**config.mk**
```make
export PLATFORM = sky130hd
export DESIGN_NAME = flit_class_mux
export DESIGN_NICKNAME = d
export VERILOG_FILES = /design/src/rtl/flit_class_mux_pkg.sv /design/src/rtl/slot_rr_arbiter.sv /design/src/rtl/class_route_track.sv /design/src/rtl/flit_class_mux.sv
export SDC_FILE = /design/constraint.sdc
export NUM_CORES = 1
export LEC_CHECK = 0
export ABC_AREA = 1
export BUFFER_PORTS_ARGS = -buffer_cell sky130_fd_sc_hd__buf_2
export CAP_MARGIN = 10
export CORE_MARGIN = 2
export CORE_UTILIZATION = 30
export DETAILED_ROUTE_END_ITERATION = 16
export HOLD_SLACK_MARGIN = 0.03
export PLACE_DENSITY_LB_ADDON = 0.05
export SLEW_MARGIN = 20
export SYNTH_ARGS = -nofsm -noshare
export SYNTH_HDL_FRONTEND = slang
export SYNTH_SLANG_ARGS = --single-unit
```
**constraint.sdc**
```tcl
create_clock -name clk -period 0.9 [get_ports clk]
set_input_delay 0.045 -clock clk [delete_from_list [all_inputs] [get_ports clk]]
set_output_delay 0.045 -clock clk [all_outputs]
set_load 0.02 [all_outputs]
```
**src/rtl/flit_class_mux_pkg.sv**
```systemverilog
package flit_class_mux_pkg;
  localparam int unsigned NUM_CLASSES = 2;
  localparam int unsigned CLS_IDX_BE  = 0;
  localparam int unsigned CLS_IDX_GS  = 1;

  typedef enum logic {
    TRAFFIC_BE = 1'b0,
    TRAFFIC_GS = 1'b1
  } traffic_class_e;
endpackage

```
**src/rtl/slot_rr_arbiter.sv**
```systemverilog
module slot_rr_arbiter
  import flit_class_mux_pkg::*;
#(
  parameter int unsigned RESET_FAVOUR = CLS_IDX_GS
) (
  input  logic                   clk,
  input  logic                   rst_n,
  input  logic [NUM_CLASSES-1:0] can_go,
  output logic [NUM_CLASSES-1:0] grant
);
  logic fav_q;
  logic other;

  assign other = ~fav_q;

  always_comb begin
    grant = '0;
    if (can_go[fav_q]) begin
      grant[fav_q] = 1'b1;
    end else if (can_go[other]) begin
      grant[other] = 1'b1;
    end
  end

  // Pointer moves only on a transfer; the winner loses favour.
  always_ff @(posedge clk) begin
    if (!rst_n) begin
      fav_q <= RESET_FAVOUR[0];
    end else if (|grant) begin
      fav_q <= grant[CLS_IDX_BE];
    end
  end
endmodule

```
**src/rtl/class_route_track.sv**
```systemverilog
module class_route_track #(
  parameter int unsigned DEST_W = 8
) (
  input  logic              clk,
  input  logic              rst_n,
  input  logic              xfer,
  input  logic              bop,
  input  logic [DEST_W-1:0] head_dest,
  output logic [DEST_W-1:0] cur_dest
);
  logic [DEST_W-1:0] dest_q;

  assign cur_dest = bop ? head_dest : dest_q;

  always_ff @(posedge clk) begin
    if (!rst_n) begin
      dest_q <= '0;
    end else if (xfer && bop) begin
      dest_q <= head_dest;
    end
  end
endmodule

```
**src/rtl/flit_class_mux.sv**
```systemverilog
module flit_class_mux
  import flit_class_mux_pkg::*;
#(
  parameter int unsigned DATA_W = 32,
  parameter int unsigned DEST_W = 8
) (
  input  logic              clk,
  input  logic              rst_n,
  input  logic              gs_valid,
  output logic              gs_ready,
  input  logic [DATA_W-1:0] gs_data,
  input  logic              gs_bop,
  input  logic              gs_eop,
  input  logic              be_valid,
  output logic              be_ready,
  input  logic [DATA_W-1:0] be_data,
  input  logic              be_bop,
  input  logic              be_eop,
  output logic              ch_valid,
  output logic              ch_class,
  output logic [DATA_W-1:0] ch_data,
  output logic              ch_bop,
  output logic              ch_eop,
  output logic [DEST_W-1:0] ch_dest,
  input  logic              ch_gs_ready,
  input  logic              ch_be_ready
);
  logic [NUM_CLASSES-1:0] src_valid;
  logic [NUM_CLASSES-1:0] dst_ready;
  logic [NUM_CLASSES-1:0] src_bop;
  logic [NUM_CLASSES-1:0] src_eop;
  logic [NUM_CLASSES-1:0] can_go;
  logic [NUM_CLASSES-1:0] grant;
  logic [DATA_W-1:0]      src_data  [NUM_CLASSES];
  logic [DEST_W-1:0]      lane_dest [NUM_CLASSES];
  traffic_class_e         sel;

  always_comb begin
    src_valid[CLS_IDX_GS] = gs_valid;
    src_valid[CLS_IDX_BE] = be_valid;
    dst_ready[CLS_IDX_GS] = ch_gs_ready;
    dst_ready[CLS_IDX_BE] = ch_be_ready;
    src_bop[CLS_IDX_GS]   = gs_bop;
    src_bop[CLS_IDX_BE]   = be_bop;
    src_eop[CLS_IDX_GS]   = gs_eop;
    src_eop[CLS_IDX_BE]   = be_eop;
    src_data[CLS_IDX_GS]  = gs_data;
    src_data[CLS_IDX_BE]  = be_data;
  end

  // A class may take a slot only if its flit can land downstream.
  assign can_go = src_valid & dst_ready;

  slot_rr_arbiter #(.RESET_FAVOUR(CLS_IDX_GS)) u_arb (
    .clk    (clk),
    .rst_n  (rst_n),
    .can_go (can_go),
    .grant  (grant)
  );

  for (genvar c = 0; c < NUM_CLASSES; c++) begin : g_lane
    class_route_track #(.DEST_W(DEST_W)) u_route (
      .clk       (clk),
      .rst_n     (rst_n),
      .xfer      (grant[c]),
      .bop       (src_bop[c]),
      .head_dest (src_data[c][DEST_W-1:0]),
      .cur_dest  (lane_dest[c])
    );
  end

  assign sel = grant[CLS_IDX_GS] ? TRAFFIC_GS : TRAFFIC_BE;

  always_comb begin
    ch_valid = |grant;
    ch_class = sel;
    ch_data  = src_data[sel];
    ch_bop   = src_bop[sel];
    ch_eop   = src_eop[sel];
    ch_dest  = lane_dest[sel];
    gs_ready = grant[CLS_IDX_GS];
    be_ready = grant[CLS_IDX_BE];
  end
endmodule

```
==> results.ini, run 1 <==
[status]
status = finished with violations
violations = negative setup slack

[pwr]
power_mw = 3.238
leakage_nw = 1.600
vdd.ir_drop.worst_mv = 1.008
p_per_area_mw_per_mm2 = 1056

[sta]
worst_pin_slew_ps = 278.4
setup_violations = 62
holdWs_ps = 37.62
slew_headroom = 0.8136
fin_crit_ps = 1465
clock_skew_ps = 4.699
slew_viol_final = 0
rsz0062_at_grt = yes
fin_crit_sh = 1.627
fmax_mhz = 682.8
setup_slack_ps = -564.6
setup_tns_ps = -26760
hold_viol_final = 0

[synthesis]
synth-async-reset-ratio = 0
synth_warnings = 0
yosys-top-cells-area = nand2_1 32%, dfxtp_1 26%, nand3_2 6.8%, o21ai_0 6.0%, nor2_1 4.5%
netlist.area_leader.share = 0.3192
synth_top_area_cell = nand2_1
ys_seq_area_frac = 0.2561
synth-main-ff-cell = dfxtp_1
ys_types = 22
synth_area_per_cell_um2 = 5.828
syn_nets = 302
synth_edf_count = 0
synth_area_mm2 = 0.001329
yosysMostFrequentCell = nand2_1
synth_commonest_cells = 113 x nand2_1, 17 x dfxtp_1, 16 x nor2_1, 16 x o21ai_0, 10 x inv_1
netlist_instances = 228
synth_seq_cells = 17

[grt]
grt_max_degree = 20
grt_pass1_wl_mm = 8.528
grt_overflow = 0
grt.total_usage = 0.2101
antenna_found_initial = 0
grt_pass1_vias = 1871

[drt]
wl_met3_um = 347
routed.top_layer = met4
wl_met1_mm = 2.372
route.detailed.wl_per_inst_um = 13.03
drt-initial-drc-count = 44
via_count = 1990
routed_wl_mm = 5.616
drc = 0
dr.pass1.iters = 4
routed-wl-met2_mm = 2.855
ant_nets = 0
avgViaCountPerCell = 4.617

[placed_design]
dp.cells = 411
dp_hpwl_mm = 3.916
port_buffers = 119
gp_congestion = 0.7955

[clock_network]
cts_tree = built
ctsRootBufferMaster = clkbuf_8
clk_path_buf_depth = 2
clk_latency_ps = 250
numCtsBuffers = 3
clk_pin_slew_worst_paths_ps = 70
cts.sinks = 17
htreeDepth = 1

[final_layout]
fin_nets = 454
finish.utilization = 0.7092
stdcell_count = 431
syn2layout_area_growth_pct = 130.8
fillCellCount = 357
antenna_cells = 0
drive_above_1_share = 0.6834

[setup_path]
crit_arrival_ps = 1420
path_cells = o21ai_4 -> buf_6 -> buf_12 -> o211ai_1 -> nand3_2 -> buf_6
crit_top_cell = buf_6
cp_max_fo = 8
critPathSlowestCell = dfxtp_4
critPathKind = flip-flop to output pin
rr_worst_depth = 7
end_kind = output pin
cp-start-kind = flip-flop
required_ps = 850
slowest_delay_ps = 370

[run]
max_cap_violations = 0

[floorplanning]
coreArea_mm2 = 0.004324
die_w_um = 70.55
die-area_mm2 = 0.004977
fp.dieH_um = 70.55
rows = 24
start_util = 0.3073
ioPinCount = 120

[hold_path]
holdCritPathClass = input pin to flip-flop
min_delay_path_depth = 3

-- layout by cell type, fill, tap and decap left out, drive strengths merged --
cell,n
a21oi,9
buf,152
clkbuf,7
clkinv,2
dfxtp,17
dlygate4sd3,2
inv,11
nand2,118
nand3,17
nor2,18
o211ai,8
o21ai,17
or2,1
-- report_power, final --
part	switching [mW]	internal [mW]	total, mW	leakage (nW)
sequential	0.0281	0.789	0.817	0.139
combinational	0.946	0.886	1.83	1.44
clock	0.274	0.314	0.588	0.0228
-- layer usage --
layer	global-route usage	up-vias
li1	-	1031
met1	0.2636	886
met2	0.3795	69
met3	0.03704	4
met4	0.04193	0
met5	0	-
-- path summary, 6_finish.rpt --
check	from	end	slack (ps)
setup reg to reg	u_arb.fav_q$_SDFFE_PN1P_	g_lane[0].u_route.dest_q[0]$_SDFFE_PN0P_	-370
hold / removal	be_data[6]	g_lane[0].u_route.dest_q[6]$_SDFFE_PN0P_	40
setup / recovery	u_arb.fav_q$_SDFFE_PN1P_	ch_dest[5]	-560
hold reg to reg	g_lane[1].u_route.dest_q[7]$_SDFFE_PN0P_	g_lane[1].u_route.dest_q[7]$_SDFFE_PN0P_	480
-- logic make-up (layout without fill, tap and decap cells) --
group	count (synthesis)	count (layout)	synth area share
buf+inv	25	174	0.09415
simple gates	152	154	0.4981
flops	17	17	0.2561
compound gates	34	34	0.1516
-- stage by stage --
step	cell area, µm²	setup slack [ps]
after global routing	3067	-610.6
after global placement	2283	-251.0
after CTS	2741	-512.2
after floorplan	1506	-72.68
final	3067	-564.6
after detailed placement	2283	-266.1
-- worst max-delay path: cells and delay by family (launching register included) --
| family | cells | cell delay, ps |
|---|---|---|
| DFF | 1 | 370 |
| AOI/OAI and AO/OA | 2 | 310 |
| and+or+nand+nor | 1 | 110 |
| buffers and inverters | 3 | 390 |
-- registers in the layout, indices dropped and copies added (netlist names) --
signal and count:
u_arb.fav_q 1, g_lane.u_route.dest_q 16
-- repair_timing --
item                                   4_1_cts  5_1_grt
endpoints found under the hold margin        2        0
resized for setup                           92       62
hold buffers                                 2        0
setup endpoints to repair                   61       62
pin swaps                                    4        8
gates cloned                                 2        5
setup buffers                                5        3
-- layout make-up --
| class | count | area [µm²] | area share |
|---|---|---|---|
| Multi-Input combinational cell | 188 | 1287 | 0.4198 |
| Timing Repair Buffer | 157 | 1272 | 0.4149 |
| Sequential cell | 17 | 344.1 | 0.1122 |
| Tap cell | 52 | 65.06 | 0.02122 |
| Inverter | 13 | 52.55 | 0.01714 |
| Clock buffer | 4 | 45.04 | 0.01469 |
(Power assumes the default switching activity.)
==> run 2, diff against run 1 <==
--- a/config.mk
+++ b/config.mk
@@ -6,7 +6,7 @@
 export NUM_CORES = 1
 export LEC_CHECK = 0
 export ABC_AREA = 1
-export BUFFER_PORTS_ARGS = -buffer_cell sky130_fd_sc_hd__buf_2
+export BUFFER_PORTS_ARGS = -buffer_cell sky130_fd_sc_hd__buf_4
 export CAP_MARGIN = 10
 export CORE_MARGIN = 2
 export CORE_UTILIZATION = 30
==> run 2 against run 1 <==
Against the previous run:
- the flow still finishes with violations (negative setup slack)
- highest routed layer unchanged
- non-clock buffer count shrank 5
- hold slack lost 7.3 ps
- cell count shrank 1.4%
- global-route usage shrank 0.83 points
- critical path depth is the same
- first-iteration DRC count grew 6.8%
- via count shrank 0.60%
- register-to-register slack lost 40 ps
- clock-buffer cell count is the same
- wire length shrank 0.84%
- fmax grew 3.1%
- worst setup slack gained 45 ps
==> results.ini, run 2 (synthesized netlist as in run 1, its figures left out) <==
[hold_path]
holdCritPathClass = input pin to flip-flop

[final_layout]
ff_latch_area_um2 = 344.1  ; unchanged
syn2layout_area_growth_pct = 135.9
largest_reg_flops = 16  ; unchanged
layout_commonest_cell = buf_4
regMostFlops = g_lane.u_route.dest_q
multi_input_area_mm2 = 0.001232  ; -4.3%
stdcell_count = 425  ; -1.4%
drive_above_1_share = 0.6354  ; -0.04799
finish.utilization = 0.7248  ; +0.01563
fillCellCount = 336  ; -5.9%
reg_top3 = g_lane.u_route.dest_q (16), u_arb.fav_q (1)
antenna_cells = 0  ; unchanged
final_cell_mix = 105 x buf_4, 72 x nand2_1, 33 x nand2_2, 33 x buf_6, 16 x dfxtp_1
fin_area_mm2 = 0.003134  ; +2.2%
fin_nets = 448  ; -1.3%

[floorplanning]
coreArea_mm2 = 0.004324  ; unchanged
fp.dieH_um = 70.55  ; unchanged
ioPinCount = 120  ; unchanged
start_util = 0.3073  ; unchanged
die-area_mm2 = 0.004977  ; unchanged
rows = 24  ; unchanged
die_w_um = 70.55  ; unchanged

[setup_path]
cp_top_family = simple AND/OR/NAND/NOR gates
crit_arrival_ps = 1380  ; -40 ps
cp_max_fo = 8  ; unchanged
critPathKind = flip-flop to output pin
path_cells = o21ai_4 -> buf_6 -> nor2_4 -> nand2_1 -> nand3_2 -> buf_4
critPathSlowestCell = dfxtp_4
cp-start-kind = flip-flop
required_ps = 850  ; about the same
slowest_delay_ps = 380  ; about the same
crit_buf_inv = 2  ; -1
end_kind = output pin

[status]
status = finished with violations
violations = negative setup slack

[clock_network]
clk_pin_slew_worst_paths_ps = 60  ; about the same
cts_tree = built
htreeDepth = 1  ; unchanged
clk_latency_ps = 250  ; about the same
numCtsBuffers = 3  ; unchanged
cts.sinks = 17  ; unchanged
clk_path_buf_depth = 2  ; unchanged
ctsRootBufferMaster = clkbuf_8

[drt]
drc = 0  ; unchanged
via_count = 1978  ; -0.60%
ant_nets = 0  ; unchanged
dr.pass1.iters = 4  ; unchanged
routed_wl_mm = 5.569  ; -0.84%
drt-initial-drc-count = 47  ; +6.8%
route.detailed.wl_per_inst_um = 13.10  ; +0.56%
avgViaCountPerCell = 4.654  ; +0.80%

[placed_design]
dp_hpwl_mm = 3.942  ; +0.66%
dpl-instance-area_mm2 = 0.002536  ; +11%
port_buffers = 119  ; unchanged
pre_cts_ws_ps = -258.2  ; +7.891 ps
dp.cells = 405  ; -1.5%
gp_congestion = 0.8091  ; +1.7%

[sta]
fmax_mhz = 704.2  ; +3.1%
slew_viol_final = 0  ; unchanged
rsz0062_at_grt = yes
worst_pin_slew_ps = 261.6  ; -16.81 ps
fin_crit_ps = 1420  ; -44.56 ps
setup_violations = 62  ; unchanged
slew_headroom = 0.8249  ; +0.01125
fin_crit_sh = 1.578  ; -0.04951
hold_viol_final = 0  ; unchanged
clock_skew_ps = 0.7928  ; -3.906 ps
holdWs_ps = 30.32  ; -7.297 ps
setup_slack_ps = -520.1  ; +44.56 ps

[pwr]
vdd.ir_drop.worst_mv = 1.197  ; +19%
leakage_nw = 1.591  ; -0.60%
p_per_area_mw_per_mm2 = 1033  ; -2.2%

[grt]
grt.total_usage = 0.2018  ; -0.008311
grt_pass1_wl_mm = 8.328  ; -2.3%
grt_pass1_vias = 1872  ; +0.053%
grt_max_degree = 21  ; +5.0%
grt_overflow = 0  ; unchanged
antenna_found_initial = 0  ; unchanged

[run]
max_cap_violations = 0  ; unchanged

-- run 2: power by group --
| part | internal (mW) | switching [mW] | total, mW |
|---|---|---|---|
| clock network | 0.314 | 0.249 | 0.563 |
| logic | 0.943 | 0.921 | 1.86 |
| registers | 0.789 | 0.0216 | 0.811 |
| total | 2.05 | 1.19 | 3.24 |
-- run 2: worst register-to-register path, stage by stage, from the launching register on --
cell     delay, ps
dfxtp_4        360
nand3_4        150
buf_6          130
nand2_4         60
nor2_4         210
inv_4           90
nor2_1         120
nor2_1          70
-- run 2: path summary, 6_finish.rpt --
kind,start,end,slack (ps),cells after the start
min,be_data[0],g_lane[0].u_route.dest_q[0]$_SDFFE_PN0P_,30,3
max reg2reg,u_arb.fav_q$_SDFFE_PN1P_,g_lane[0].u_route.dest_q[3]$_SDFFE_PN0P_,-410,7
min reg2reg,g_lane[1].u_route.dest_q[2]$_SDFFE_PN0P_,g_lane[1].u_route.dest_q[2]$_SDFFE_PN0P_,470,2
max,u_arb.fav_q$_SDFFE_PN1P_,ch_dest[6],-520,6
-- run 2: what timing repair did --
action / CTS / global route
hold endpoints to repair: 5 / 0
cloned: 2 / 2
hold buffers: 5 / 0
endpoints found under the setup margin: 61 / 62
pin swaps: 10 / 8
gates resized for setup: 50 / 45
setup buffers: 7 / 3
-- run 2: layout make-up --
type / instances / share of cell area
repair buffers: 152 / 0.4451
multi-input cells: 187 / 0.3932
flip-flops and latches: 17 / 0.1098
inverters: 13 / 0.01677
clock buffers: 4 / 0.01437
well taps: 52 / 0.02076
-- run 2: layer usage --
metal	track usage	up-vias	part of all wire
met1	0.2423	882	0.41
met3	0.04558	6	0.071
met4	0.04193	0	0.012
met2	0.3690	71	0.51
met5	0	-	0
li1	-	1019	-
-- run 2: through the flow --
step	setup TNS, ps	power (mW)
final	-24980	3.238
after global routing	-28330	3.402
after CTS	-23780	3.107
after detailed placement	-12160	2.306
after global placement	-11570	2.297
after floorplan	-3372	1.610
==> run 3, diff against run 2 <==
--- a/config.mk
+++ b/config.mk
@@ -13,7 +13,8 @@
 export DETAILED_ROUTE_END_ITERATION = 16
 export HOLD_SLACK_MARGIN = 0.03
 export PLACE_DENSITY_LB_ADDON = 0.05
-export SLEW_MARGIN = 20
+export SKIP_CTS_REPAIR_TIMING = 1
+export SLEW_MARGIN = 5
 export SYNTH_ARGS = -nofsm -noshare
 export SYNTH_HDL_FRONTEND = slang
 export SYNTH_SLANG_ARGS = --single-unit
==> constraint.sdc (replaced) <==
create_clock -name clk -period 1.8 [get_ports clk]
set_input_delay 0.09 -clock clk [delete_from_list [all_inputs] [get_ports clk]]
set_output_delay 0.09 -clock clk [all_outputs]
set_load 0.02 [all_outputs]
==> run 3 against run 2 <==
Against the previous run:
- the flow now finishes without violations
- cell count is 7.1% lower
- clock power is 49% lower
- sequential share of layout area is 3.8 points higher
- hold slack better by 39 ps
- core utilization is 19 points lower
- flip-flop and latch count stayed put
==> results.ini, run 3 (synthesized netlist as in run 1, its figures left out) <==
[sta]
rsz0062_at_grt = no
fin_crit_ps = 1622
worst_pin_slew_ps = 357.4  ; +95.85 ps
setup_violations = 0  ; -100%
clock_skew_ps = 5.696  ; +4.903 ps
fin_crit_sh = 0.9014
setup_tns_ps = 0  ; +24980 ps
fmax_mhz = 616.3
hold_viol_final = 0  ; unchanged
slew_viol_final = 0  ; unchanged
slew_headroom = 0.7608  ; -0.06404

[grt]
grtUsageMet1 = 0.2342  ; -0.008134
grt_max_degree = 25  ; +19%
antenna_found_initial = 0  ; unchanged
grt_pass1_wl_mm = 7.686  ; -7.7%
grt_util_met3 = 0.03846  ; -0.007123
grt_pass1_vias = 1631  ; -13%
grt_overflow = 0  ; unchanged
met2_usage = 0.3270  ; -0.04193
grt_busiest_layer = met2
grt.total_usage = 0.1871  ; -0.01465

[setup_path]
end_kind = output pin
critPathSlowestCell = dfxtp_1
rrSetupSlack_ps = 550  ; +960 ps
slowest_delay_ps = 410  ; +30 ps
path_cells = nand3_2 -> nand2_8 -> buf_4 -> nand2_1 -> nand2_1 -> buf_4
cp_top_family = simple AND/OR/NAND/NOR gates
rr_endpoint = g_lane[0].u_route.dest_q[1]$_SDFFE_PN0P_
rr_worst_depth = 6  ; -1
cp-start-kind = flip-flop
cp_max_fo = 24  ; +16
critPathKind = flip-flop to output pin
required_ps = 1710  ; +860 ps
crit_arrival_ps = 1530  ; +150 ps
rr_startpoint = u_arb.fav_q$_SDFFE_PN1P_
crit_buf_inv = 2  ; unchanged

[floorplanning]
start_util = 0.3073  ; unchanged
coreArea_mm2 = 0.004324  ; unchanged
fp.dieH_um = 70.55  ; unchanged
rows = 24  ; unchanged
die_w_um = 70.55  ; unchanged
ioPinCount = 120  ; unchanged
die-area_mm2 = 0.004977  ; unchanged

[placed_design]
port_buffers = 119  ; unchanged
dp_hpwl_mm = 3.781  ; -4.1%
dpl-instance-area_mm2 = 0.002242  ; -12%
gp_congestion = 0.7716  ; -4.6%

[final_layout]
drive_above_1_share = 0.4227  ; -0.2126
fin_nets = 418  ; -6.7%
regMostFlops = g_lane.u_route.dest_q
final_cell_mix = 123 x buf_4, 113 x nand2_1, 17 x dfxtp_1, 16 x o21ai_0, 16 x nor2_1
fin_area_mm2 = 0.002297  ; -27%
syn2layout_area_growth_pct = 72.88
layout_commonest_cell = buf_4
finish.utilization = 0.5313  ; -0.1936
reg_top3 = g_lane.u_route.dest_q (16), u_arb.fav_q (1)
largest_reg_flops = 16  ; unchanged
antenna_cells = 0  ; unchanged

[drt]
drt-initial-drc-count = 63  ; +34%
routed_wl_mm = 4.720  ; -15%
drc = 0  ; unchanged
avgViaCountPerCell = 4.565  ; -1.9%
route.detailed.wl_per_inst_um = 11.95  ; -8.8%
via_count = 1803  ; -8.8%
dr.pass1.iters = 4  ; unchanged
ant_nets = 0  ; unchanged

[pwr]
seq_power_share = 0.303  ; +0.053
power_mw = 1.337  ; -59%
intPower_mw = 0.8468  ; -59%
clockPowerShare = 0.214  ; +0.040
vdd.ir_drop.worst_mv = 0.4846  ; -60%
leakage_nw = 1.258  ; -21%
power_switching_share = 0.3665  ; -0.001504
p_per_area_mw_per_mm2 = 581.9  ; -44%
p_switching_mw = 0.4900  ; -59%
combPwrFrac = 0.483  ; -0.093

[hold_path]
min_delay_path_depth = 3  ; unchanged
holdCritPathClass = input pin to flip-flop
holdPathEnd = g_lane[0].u_route.dest_q[5]$_SDFFE_PN0P_
holdCritStartpoint = be_data[5]

[clock_network]
cts_tree = built
cts.sinks = 17  ; unchanged
numCtsBuffers = 3  ; unchanged
htreeDepth = 1  ; unchanged
clk_path_buf_depth = 2  ; unchanged
ctsRootBufferMaster = clkbuf_8
clk_latency_ps = 250  ; about the same
clk_pin_slew_worst_paths_ps = 70  ; about the same

[status]
status = finished clean

[run]
max_cap_violations = 0  ; unchanged

-- run 3: changes by cell type in the layout (fill, tap and decap cells not counted), moves of 5 or more --
cell | previous run | this run
a21oi_2 | 6 | 0
buf_6 | 33 | 0
o21ai_0 | 4 | 16
nand2_4 | 9 | 0
dlygate4sd3_1 | 5 | 0
o21ai_2 | 6 | 0
nand2_2 | 33 | 2
a21oi_1 | 3 | 9
nand3_1 | 0 | 8
nand2_1 | 72 | 113
nand3_4 | 6 | 0
buf_4 | 105 | 123
-- run 3: final cells by class --
cell class | instances | area (µm²)
Sequential cell | 17 | 340.3
Timing Repair Buffer | 123 | 923.4
Tap cell | 52 | 65.06
Inverter | 13 | 50.05
Clock inverter | 1 | 5.005
Multi-Input combinational cell | 186 | 872.1
Fill cell | 454 | 2027
Clock buffer | 3 | 41.29
-- run 3: metal layers --
| layer | share of wire | routed length [µm] | up-vias |
|---|---|---|---|
| met3 | 0.094 | 445 | 6 |
| met5 | 0 | 0 | - |
| met1 | 0.40 | 1907 | 761 |
| met2 | 0.49 | 2309 | 83 |
| met4 | 0.013 | 59 | 0 |
| li1 | - | - | 953 |
-- run 3: power by group through the flow --
stage	registers (mW)	clock network, mW	logic (mW)
floorplan	0.411	0	0.334
global placement	0.413	0	0.644
detailed placement	0.413	0	0.647
CTS	0.405	0.296	0.649
global route	0.406	0.319	0.702
finish	0.405	0.287	0.645
-- run 3: per-stage QoR --
| step | setup WS, ps | hold WS, ps | instances |
|---|---|---|---|
| 2_1_floorplan | 563.0 | 224.9 | 228 |
| 3_3_place_gp | 423.2 | 324.0 | 391 |
| 3_5_place_dp | 393.8 | 332.6 | 391 |
| 4_1_cts | 103.5 | 64.28 | 395 |
| 5_1_grt | 47.52 | 73.62 | 395 |
| 6_report | 177.5 | 69.53 | 395 |
-- run 3: worst max path at each step --
| stage | start | to | slack (ps) | cells after the start |
|---|---|---|---|---|
| floorplan | u_arb.fav_q$_SDFFE_PN1P_ | ch_data[4] | 560 | 4 |
| global placement | u_arb.fav_q$_SDFFE_PN1P_ | ch_data[11] | 420 | 6 |
| detailed placement | u_arb.fav_q$_SDFFE_PN1P_ | ch_data[26] | 390 | 6 |
| CTS | u_arb.fav_q$_SDFFE_PN1P_ | ch_data[26] | 100 | 6 |
| global route | u_arb.fav_q$_SDFFE_PN1P_ | ch_data[23] | 50 | 5 |
| finish | u_arb.fav_q$_SDFFE_PN1P_ | ch_data[26] | 180 | 6 |
-- run 3: worst reg2reg max path: cells and delay by family, from the launching register on --
family | cells | cell delay (ps)
buffers and inverters | 1 | 130
DFF | 1 | 350
and+or+nand+nor | 5 | 660
